--- src/rtl/sgi_rx_pkg.sv ---
package sgi_rx_pkg;

    localparam int AFF_W    = 8;
    localparam int TLIST_W  = 16;
    localparam int RS_W     = 4;
    localparam int ID_W     = 4;
    localparam int WORD_W   = 64;
    localparam int CORE_W   = 4 * AFF_W;
    localparam int STATUS_W = 32;
    localparam int LANE_W   = $clog2(TLIST_W);

    // bit positions inside the request word
    localparam int TLIST_LSB = 0;
    localparam int AFF1_LSB  = 16;
    localparam int ID_LSB    = 24;
    localparam int AFF2_LSB  = 32;
    localparam int MODE_BIT  = 40;
    localparam int RS_LSB    = 44;
    localparam int AFF3_LSB  = 48;

    // status bit positions
    localparam int CPUIF_RSS_BIT = 18;
    localparam int DIST_RSS_BIT  = 26;

    typedef struct packed {
        logic [AFF_W-1:0]   aff3;
        logic [RS_W-1:0]    rs;
        logic               bcast;
        logic [AFF_W-1:0]   aff2;
        logic [ID_W-1:0]    id;
        logic [AFF_W-1:0]   aff1;
        logic [TLIST_W-1:0] tlist;
    } sgi_req_t;

    typedef struct packed {
        logic [AFF_W-1:0] a3;
        logic [AFF_W-1:0] a2;
        logic [AFF_W-1:0] a1;
        logic [AFF_W-1:0] a0;
    } core_aff_t;

    function automatic sgi_req_t unpack_req(input logic [WORD_W-1:0] w);
        sgi_req_t r;
        r.tlist = w[TLIST_LSB +: TLIST_W];
        r.aff1  = w[AFF1_LSB  +: AFF_W];
        r.id    = w[ID_LSB    +: ID_W];
        r.aff2  = w[AFF2_LSB  +: AFF_W];
        r.bcast = w[MODE_BIT];
        r.rs    = w[RS_LSB    +: RS_W];
        r.aff3  = w[AFF3_LSB  +: AFF_W];
        return r;
    endfunction

    function automatic logic [STATUS_W-1:0] status_word(input logic flag, input int pos);
        logic [STATUS_W-1:0] s;
        s = '0;
        s[pos] = flag;
        return s;
    endfunction

endpackage

--- src/rtl/sgi_field_extract.sv ---
module sgi_field_extract
    import sgi_rx_pkg::*;
(
    input  logic [WORD_W-1:0] word_i,
    output sgi_req_t          req_o
);
    // pure wiring: fields are pulled out of their fixed slots
    always_comb begin
        req_o = unpack_req(word_i);
    end
endmodule

--- src/rtl/sgi_rs_resolve.sv ---
module sgi_rs_resolve
    import sgi_rx_pkg::*;
#(
    parameter bit DROP_ON_RS_CONFLICT = 1'b1
) (
    input  logic            cpuif_rss_i,
    input  logic            dist_rss_i,
    input  logic [RS_W-1:0] rs_field_i,
    output logic [RS_W-1:0] eff_rs_o,
    output logic            drop_o
);
    logic conflict;

    always_comb begin
        conflict = cpuif_rss_i && !dist_rss_i && (rs_field_i != '0);
    end

    generate
        if (DROP_ON_RS_CONFLICT) begin : g_drop
            always_comb begin
                drop_o   = conflict;
                eff_rs_o = cpuif_rss_i ? rs_field_i : '0;
            end
        end else begin : g_force
            always_comb begin
                drop_o   = 1'b0;
                eff_rs_o = (cpuif_rss_i && dist_rss_i) ? rs_field_i : '0;
            end
        end
    endgenerate
endmodule

--- src/rtl/sgi_target_match.sv ---
module sgi_target_match
    import sgi_rx_pkg::*;
(
    input  sgi_req_t         req_i,
    input  logic [RS_W-1:0]  eff_rs_i,
    input  logic             drop_i,
    input  core_aff_t        core_i,
    input  core_aff_t        src_i,
    output logic             hit_o
);
    logic [TLIST_W-1:0] lane_sel;
    logic               upper_eq;
    logic               group_eq;
    logic               lane_hit;
    logic               is_self;

    for (genvar n = 0; n < TLIST_W; n++) begin : g_lane
        always_comb begin
            lane_sel[n] = req_i.tlist[n] && (core_i.a0[LANE_W-1:0] == LANE_W'(n));
        end
    end

    always_comb begin
        upper_eq = (req_i.aff3 == core_i.a3) && (req_i.aff2 == core_i.a2) &&
                   (req_i.aff1 == core_i.a1);
        group_eq = (core_i.a0[AFF_W-1:LANE_W] == eff_rs_i);
        lane_hit = |lane_sel;
        is_self  = (src_i == core_i);
        if (req_i.bcast) begin
            hit_o = !is_self;
        end else begin
            hit_o = !drop_i && upper_eq && group_eq && lane_hit;
        end
    end
endmodule

--- src/rtl/sgi_target_decoder.sv ---
module sgi_target_decoder
    import sgi_rx_pkg::*;
#(
    parameter bit DROP_ON_RS_CONFLICT = 1'b1
) (
    input  logic                clk,
    input  logic                rst,
    input  logic                req_valid,
    input  logic [WORD_W-1:0]   req_word,
    input  logic [CORE_W-1:0]   core_aff,
    input  logic [CORE_W-1:0]   src_aff,
    input  logic                cpuif_rss,
    input  logic                dist_rss,
    output logic                pend_pulse,
    output logic [ID_W-1:0]     pend_id,
    output logic [STATUS_W-1:0] cpuif_ctl_status,
    output logic [STATUS_W-1:0] dist_type_status
);
    sgi_req_t        req;
    logic [RS_W-1:0] eff_rs;
    logic            drop;
    logic            hit;
    core_aff_t       core_s;
    core_aff_t       src_s;

    always_comb begin
        core_s = core_aff_t'(core_aff);
        src_s  = core_aff_t'(src_aff);
    end

    sgi_field_extract u_extract (
        .word_i (req_word),
        .req_o  (req)
    );

    sgi_rs_resolve #(
        .DROP_ON_RS_CONFLICT (DROP_ON_RS_CONFLICT)
    ) u_resolve (
        .cpuif_rss_i (cpuif_rss),
        .dist_rss_i  (dist_rss),
        .rs_field_i  (req.rs),
        .eff_rs_o    (eff_rs),
        .drop_o      (drop)
    );

    sgi_target_match u_match (
        .req_i    (req),
        .eff_rs_i (eff_rs),
        .drop_i   (drop),
        .core_i   (core_s),
        .src_i    (src_s),
        .hit_o    (hit)
    );

    always_ff @(posedge clk) begin
        if (rst) begin
            pend_pulse <= 1'b0;
            pend_id    <= '0;
        end else begin
            pend_pulse <= req_valid && hit;
            if (req_valid && hit) begin
                pend_id <= req.id;
            end
        end
    end

    always_comb begin
        cpuif_ctl_status = status_word(cpuif_rss, CPUIF_RSS_BIT);
        dist_type_status = status_word(dist_rss, DIST_RSS_BIT);
    end
endmodule

--- config.mk ---
export PLATFORM = sky130hd
export DESIGN_NAME = sgi_target_decoder
export DESIGN_NICKNAME = d
export VERILOG_FILES = /design/src/rtl/sgi_rx_pkg.sv /design/src/rtl/sgi_field_extract.sv /design/src/rtl/sgi_rs_resolve.sv /design/src/rtl/sgi_target_match.sv /design/src/rtl/sgi_target_decoder.sv
export SDC_FILE = /design/constraint.sdc
export NUM_CORES = 1
export LEC_CHECK = 0
export ABC_AREA = 1
export BUFFER_PORTS_ARGS = -buffer_cell sky130_fd_sc_hd__buf_2
export CORE_MARGIN = 2
export CORE_UTILIZATION = 33
export CTS_BUF_LIST = sky130_fd_sc_hd__clkbuf_8 sky130_fd_sc_hd__clkbuf_16
export DETAILED_ROUTE_END_ITERATION = 16
export PLACE_DENSITY = 0.82
export SYNTH_ARGS = -nofsm -noshare
export SYNTH_HDL_FRONTEND = slang
export SYNTH_SLANG_ARGS = --single-unit
export TNS_END_PERCENT = 20
--- constraint.sdc ---
create_clock -name clk -period 1.1 [get_ports clk]
set_input_delay 0.11 -clock clk [delete_from_list [all_inputs] [get_ports clk]]
set_output_delay 0.11 -clock clk [all_outputs]
set_load 0.005 [all_outputs]
Yosys cells after proc, flatten, opt, wreduce, memory -nomap -nowiden
Index checks and enable logic that the tools add are counted.

word-level totals
  input bits = 133
  bits in registers = 5
  logic and storage cells = 54
  output and inout port bits = 69

cells by class
  eq/ne operators = 20
  multiplexer cells = 2
  reductions and logical operators = 30

operators with widths
  kind                number
  $eq 32x32->1        1
  $eq 4x4->1 const B  8
  $eq 8x8->1          3
  $logic_and 1x1->1   24
  $eq 4x3->1 const B  4
  $reduce_or 16->1    1
  $eq 4x2->1 const B  2
  $eq 4x1->1 const B  1
  $eq 4x4->1          1
  $logic_not 4->1     1
  $mux 4              1
  $reduce_bool 4->1   1
  $logic_not 1->1     3
  $mux 1              1

Logic depth before layout (Yosys ltp)
  depth after elaboration = 9
  gate-level depth with buffers = 13
  gate-level depth less buffers = 13

Cells and area by module
Synthesis repeated with hierarchy kept, for this count alone.

unflattened totals
  cell total of the unflattened synthesis = 431
  area, all modules = 2304.7 um^2

modules (own cells, without submodules)
  module              cells an instance  area each (um^2)  times used  seq. area each (um^2)
  sgi_target_match    276                1213.7            1           0.0
  sgi_target_decoder  93                 673.1             1           100.1
  sgi_field_extract   49                 367.9             1           0.0
  sgi_rs_resolve      13                 50.0              1           0.0

Least setup slack after synthesis
Ideal clock, no wire load.

  kind = in2reg
  start = input core_aff[1]
  end = register pend_id[0]
  data arrival time = 995 ps
  required time = 985 ps
  setup time = 115 ps
  stages on the path = 9
  path slack = -10 ps
  path buffers = 1
  cells stage by stage = buf_6 -> xnor2_1 -> nand3_1 -> nor2_1 -> nand3_1 -> nor2_2 -> nor2_4 -> a21oi_1 -> nor2_1

on the way
  longest elaborated chain between the ends = 6
  elaborated cells on any way between the ends = 38
  those cells by class = eq/ne (16); mux (1); reduce/logical (21)

ends and longest elaborated chain
  element                                   RTL line                  source
  start: declaration                        sgi_target_decoder.sv:10  input logic [CORE_W-1:0] core_aff,
  $eq 4x1->1, or another cell as far along  sgi_target_match.sv:19    lane_sel[n] = req_i.tlist[n] && (core_i.a0[LANE_W-1:0] == LANE_W'(n));
  $logic_and 1x1->1                         sgi_target_match.sv:19
  $reduce_or 16->1                          sgi_target_match.sv:27    lane_hit = |lane_sel;
  $logic_and 1x1->1                         sgi_target_match.sv:32    hit_o = !drop_i && upper_eq && group_eq && lane_hit;
  $mux 1 *                                  sgi_target_match.sv:29    if (req_i.bcast) begin
  $logic_and 1x1->1 *                       sgi_target_decoder.sv:61  if (req_valid && hit) begin
  end signal: assignment                    sgi_target_decoder.sv:62  pend_id <= req.id;
  end: declaration                          sgi_target_decoder.sv:15  output logic [ID_W-1:0] pend_id,

Every way passes the cells marked *; elsewhere a longest branch is shown, timed or not.
A chain may end at the register's enable or synchronous reset.

Worst setup path after layout
Ends and elaborated chain as after synthesis.

==> metrics.txt <==
# TYPE chip_impl_metric gauge
chip_impl_metric{name="grt_first_pass_wirelength",unit="um"} 7540
chip_impl_metric{name="antenna_found_initial",unit=""} 0
chip_impl_info{name="crit_path_top_delay_cell",value="sky130_fd_sc_hd__buf_12"} 1
chip_impl_metric{name="timing.final.ws_setup",unit="ns"} -0.00965
chip_impl_metric{name="cts_max_level",unit=""} 1
chip_impl_metric{name="fin_crit",unit="ns"} 1.11
chip_impl_metric{name="finalMaxSlewViolations",unit=""} 0
chip_impl_info{name="synth.top_cells.by_area",value="sky130_fd_sc_hd__buf_4 25%, sky130_fd_sc_hd__nand2_1 21%, sky130_fd_sc_hd__inv_1 12%"} 1
chip_impl_metric{name="hold_slack",unit="ns"} 0.0596
chip_impl_info{name="path_cells",value="buf_2 -> buf_12 -> inv_2 -> nand3_1 -> nand2_1 -> inv_1 -> nand3_1 -> nand3_1 -> nand2_1 -> nand3_2 -> nand2_4 -> nand3_1 -> nand2_1 -> nor2_1"} 1
chip_impl_metric{name="clock_insertion_delay_worst_skew",unit="ns"} 0.22
chip_impl_info{name="cts_tree",value="yes"} 1
chip_impl_metric{name="clk_pin_slew_worst_paths",unit="ns"} 0.04
chip_impl_metric{name="gr-total-overflow",unit=""} 0
chip_impl_metric{name="initial_utilization",unit=""} 0.346
chip_impl_info{name="synth.largest_area_cell",value="sky130_fd_sc_hd__buf_4"} 1
chip_impl_metric{name="final_antenna_net_count",unit=""} 0
chip_impl_metric{name="route.detailed.wl_per_inst",unit="um"} 8.81
chip_impl_info{name="yosys_most_used_dff",value="sky130_fd_sc_hd__dfxtp_1"} 1
chip_impl_metric{name="die_height",unit="um"} 80.2
chip_impl_metric{name="clockBufferDepth",unit=""} 2
chip_impl_metric{name="ys_types",unit=""} 20
chip_impl_metric{name="fin_setup_tns",unit="ns"} -0.0179
chip_impl_metric{name="synth-edff-count",unit=""} 0
chip_impl_metric{name="number_of_buffers_created_by_cts",unit=""} 3
chip_impl_metric{name="ys_async_sr_fraction",unit=""} 0
chip_impl_metric{name="drt_iter0_markers",unit=""} 44
chip_impl_metric{name="post_synth.cell_area_avg",unit="sq um"} 5.31
chip_impl_metric{name="clkSinkCount",unit=""} 5
chip_impl_metric{name="postCtsHoldBufs",unit=""} 0
chip_impl_metric{name="grt_pass1_vias",unit=""} 1967
chip_impl_metric{name="grt_start_max_net_pins",unit=""} 10
chip_impl_metric{name="ios",unit=""} 202
chip_impl_metric{name="largest_driver_fanout_on_the_critical_path",unit=""} 9
chip_impl_info{name="ys_top_cells_by_count",value="107 x sky130_fd_sc_hd__nand2_1, 64 x sky130_fd_sc_hd__buf_4, 62 x sky130_fd_sc_hd__inv_1, 43 x sky130_fd_sc_hd__nor2_1, 25 x sky130_fd_sc_hd__nand3_1"} 1
chip_impl_metric{name="crit_path_max_incr_delay",unit="ns"} 0.14
chip_impl_metric{name="synth_sequential_area_ratio",unit=""} 0.0523
chip_impl_info{name="timing.critical_path.from_type",value="input pin"} 1
chip_impl_metric{name="setup_viol_count_final",unit=""} 2
chip_impl_metric{name="worstPathRequired",unit="ns"} 1.22
chip_impl_metric{name="skew",unit="ns"} 0
chip_impl_metric{name="diodes",unit=""} 0
chip_impl_metric{name="detail_route.drc_violations",unit=""} 0
chip_impl_metric{name="power.density_cell_area",unit="mW/mm^2"} 517
chip_impl_metric{name="post_drt_via_cell_ratio",unit=""} 3.92
chip_impl_metric{name="finalCritPeriodShare",unit=""} 1.01
chip_impl_metric{name="die_w",unit="um"} 80.2
chip_impl_info{name="rsz0062_at_grt",value="yes"} 1
chip_impl_metric{name="row_count",unit=""} 27
chip_impl_info{name="worst_path_most_repeated_cell",value="sky130_fd_sc_hd__nand3_1"} 1
chip_impl_metric{name="drv_cap",unit=""} 0
chip_impl_metric{name="area_growth",unit="%"} 30.2
chip_impl_metric{name="gp_congestion",unit=""} 0.761
chip_impl_metric{name="synthesis.instances",unit=""} 361
chip_impl_metric{name="final_layout_size_suffix_gt1_frac",unit=""} 0.301
chip_impl_metric{name="drt_wl_total",unit="um"} 4970
chip_impl_info{name="largest_delay_share_family_worst_path",value="simple AND/OR/NAND/NOR gates"} 1
chip_impl_info{name="path_class",value="input pin to register"} 1
chip_impl_metric{name="hold_viol_final",unit=""} 0
chip_impl_metric{name="timing.critical_path.arrival",unit="ns"} 1.23
chip_impl_metric{name="fmax",unit="GHz"} 0.901
chip_impl_metric{name="cellLeakagePower",unit="nW"} 1.65
chip_impl_info{name="clock_tree.root_cell",value="sky130_fd_sc_hd__clkbuf_8"} 1
chip_impl_info{name="endpoint_kind",value="register"} 1
chip_impl_metric{name="netlist_area",unit="sq mm"} 0.00192
chip_impl_metric{name="gr-usage-all-layers",unit=""} 0.145
chip_impl_metric{name="cts_setup_buffers",unit=""} 0
chip_impl_metric{name="hpwl",unit="um"} 4630
chip_impl_metric{name="netlist.area_leader.share",unit=""} 0.251
chip_impl_metric{name="yosys_warnings",unit=""} 0
chip_impl_metric{name="floorplan.die_area",unit="sq mm"} 0.00643
chip_impl_metric{name="yosys_register_bits",unit=""} 5
chip_impl_metric{name="critical_path_buf_inv_count",unit=""} 4
chip_impl_metric{name="max-vdd-ir-drop",unit="uV"} 238
chip_impl_metric{name="fin_nets",unit=""} 626
chip_impl_metric{name="fillerInstances",unit=""} 586
chip_impl_info{name="outcome",value="finished with violations"} 1
chip_impl_info{name="violated_checks",value="negative setup slack"} 1
chip_impl_info{name="yosysMostFrequentCell",value="sky130_fd_sc_hd__nand2_1"} 1
chip_impl_metric{name="drt_first_pass_iters",unit=""} 3
chip_impl_metric{name="coreArea",unit="sq mm"} 0.00554
chip_impl_metric{name="port_buffers",unit=""} 124
chip_impl_metric{name="routed_vias",unit=""} 2209
chip_impl_info{name="holdCritPathClass",value="input pin to register"} 1
==> worst register-to-register path, cell delays in order (launching register included) <==
cell                      delay, ns
sky130_fd_sc_hd__dfxtp_1       0.31
sky130_fd_sc_hd__a21oi_1       0.11
sky130_fd_sc_hd__nor2_1        0.06
==> sequential cells by signal (all words and copies together) (netlist names) <==
signal	cells
pend_id	4
pend_pulse	1
==> cells in the final DEF (no fill, tap or decap) <==
cell type	count
sky130_fd_sc_hd__inv_2	2
sky130_fd_sc_hd__conb_1	62
sky130_fd_sc_hd__nor2_1	38
sky130_fd_sc_hd__a21oi_2	1
sky130_fd_sc_hd__xnor2_2	1
sky130_fd_sc_hd__nor3_1	1
sky130_fd_sc_hd__o21ai_0	6
sky130_fd_sc_hd__clkbuf_8	3
sky130_fd_sc_hd__inv_1	63
sky130_fd_sc_hd__xor2_1	8
sky130_fd_sc_hd__buf_2	124
sky130_fd_sc_hd__buf_12	1
sky130_fd_sc_hd__nor2_2	6
sky130_fd_sc_hd__nand3_1	25
sky130_fd_sc_hd__nor2_4	1
sky130_fd_sc_hd__nand2_1	107
sky130_fd_sc_hd__buf_4	7
sky130_fd_sc_hd__nand3_2	1
sky130_fd_sc_hd__nand4_1	4
sky130_fd_sc_hd__or2_0	1
sky130_fd_sc_hd__xnor2_1	19
sky130_fd_sc_hd__nand2_4	1
sky130_fd_sc_hd__dfxtp_1	5
sky130_fd_sc_hd__a21oi_1	5
==> logic make-up after synthesis <==
| logic type | Yosys count | synth area share |
|---|---|---|
| XOR/XNOR | 28 | 0.128 |
| AO/OA/AOI/OAI | 12 | 0.0314 |
| flip-flops | 5 | 0.0523 |
| other | 1 | 0.00196 |
| AND/OR/NAND/NOR | 185 | 0.398 |
| buffers and inverters | 130 | 0.388 |
==> cell type report <==
cell class              count  area [sq um]  area share
multi-input cells         287          1330       0.531
repair buffers            132           693       0.278
inverters                  64           240      0.0963
flip-flops and latches      5           100      0.0401
well taps                  72          90.1      0.0361
clock buffers               3          41.3      0.0166
clock inverters             1          3.75     0.00151
==> worst paths after layout <==
| kind | from | end | slack [ns] | cells past startpoint |
|---|---|---|---|---|
| worst min-delay path | rst | pend_pulse$_SDFF_PP0_ | 0.06 | 2 |
| worst min register to register | pend_id[0]$_SDFFE_PP0P_ | pend_id[0]$_SDFFE_PP0P_ | 0.48 | 2 |
| worst max-delay path | core_aff[1] | pend_id[0]$_SDFFE_PP0P_ | -0.01 | 14 |
| worst max register to register | pend_id[2]$_SDFFE_PP0P_ | pend_id[2]$_SDFFE_PP0P_ | 0.50 | 2 |
==> metal layers <==
metal / global-route usage / vias to the layer above / wire length (um) / share of wire
li1: - / 1199 / - / -
met1: 0.152 / 896 / 1950 / 0.39
met2: 0.301 / 109 / 2580 / 0.52
met3: 0.0124 / 5 / 388 / 0.078
met4: 0.0373 / 0 / 50 / 0.010
met5: 0 / - / 0 / 0
==> what timing repair did <==
item	CTS	global route
setup endpoints to repair	5	5
pin swaps	6	2
resized for setup	5	1
==> per-stage QoR <==
stage / worst slack, ns / power (mW) / cells / cell area [sq um] / utilization
global placement: -0.299 / 0.934 / 560 / 2430 / 0.439
CTS: -0.0490 / 1.30 / 564 / 2490 / 0.450
finish: -0.00965 / 1.29 / 564 / 2490 / 0.450
global route: -0.153 / 1.41 / 564 / 2490 / 0.450
floorplan: 0.0117 / 0.758 / 422 / 2150 / -
detailed placement: -0.347 / 0.947 / 560 / 2430 / 0.439
==> power by group <==
| group | switching [mW] | total (mW) | leakage [nW] | internal, mW |
|---|---|---|---|---|
| Sequential | 0.00621 | 0.200 | 0.0412 | 0.194 |
| Clock | 0.100 | 0.340 | 0.0269 | 0.240 |
| Combinational | 0.392 | 0.749 | 1.58 | 0.357 |
Power figures use the tool's default switching activity.
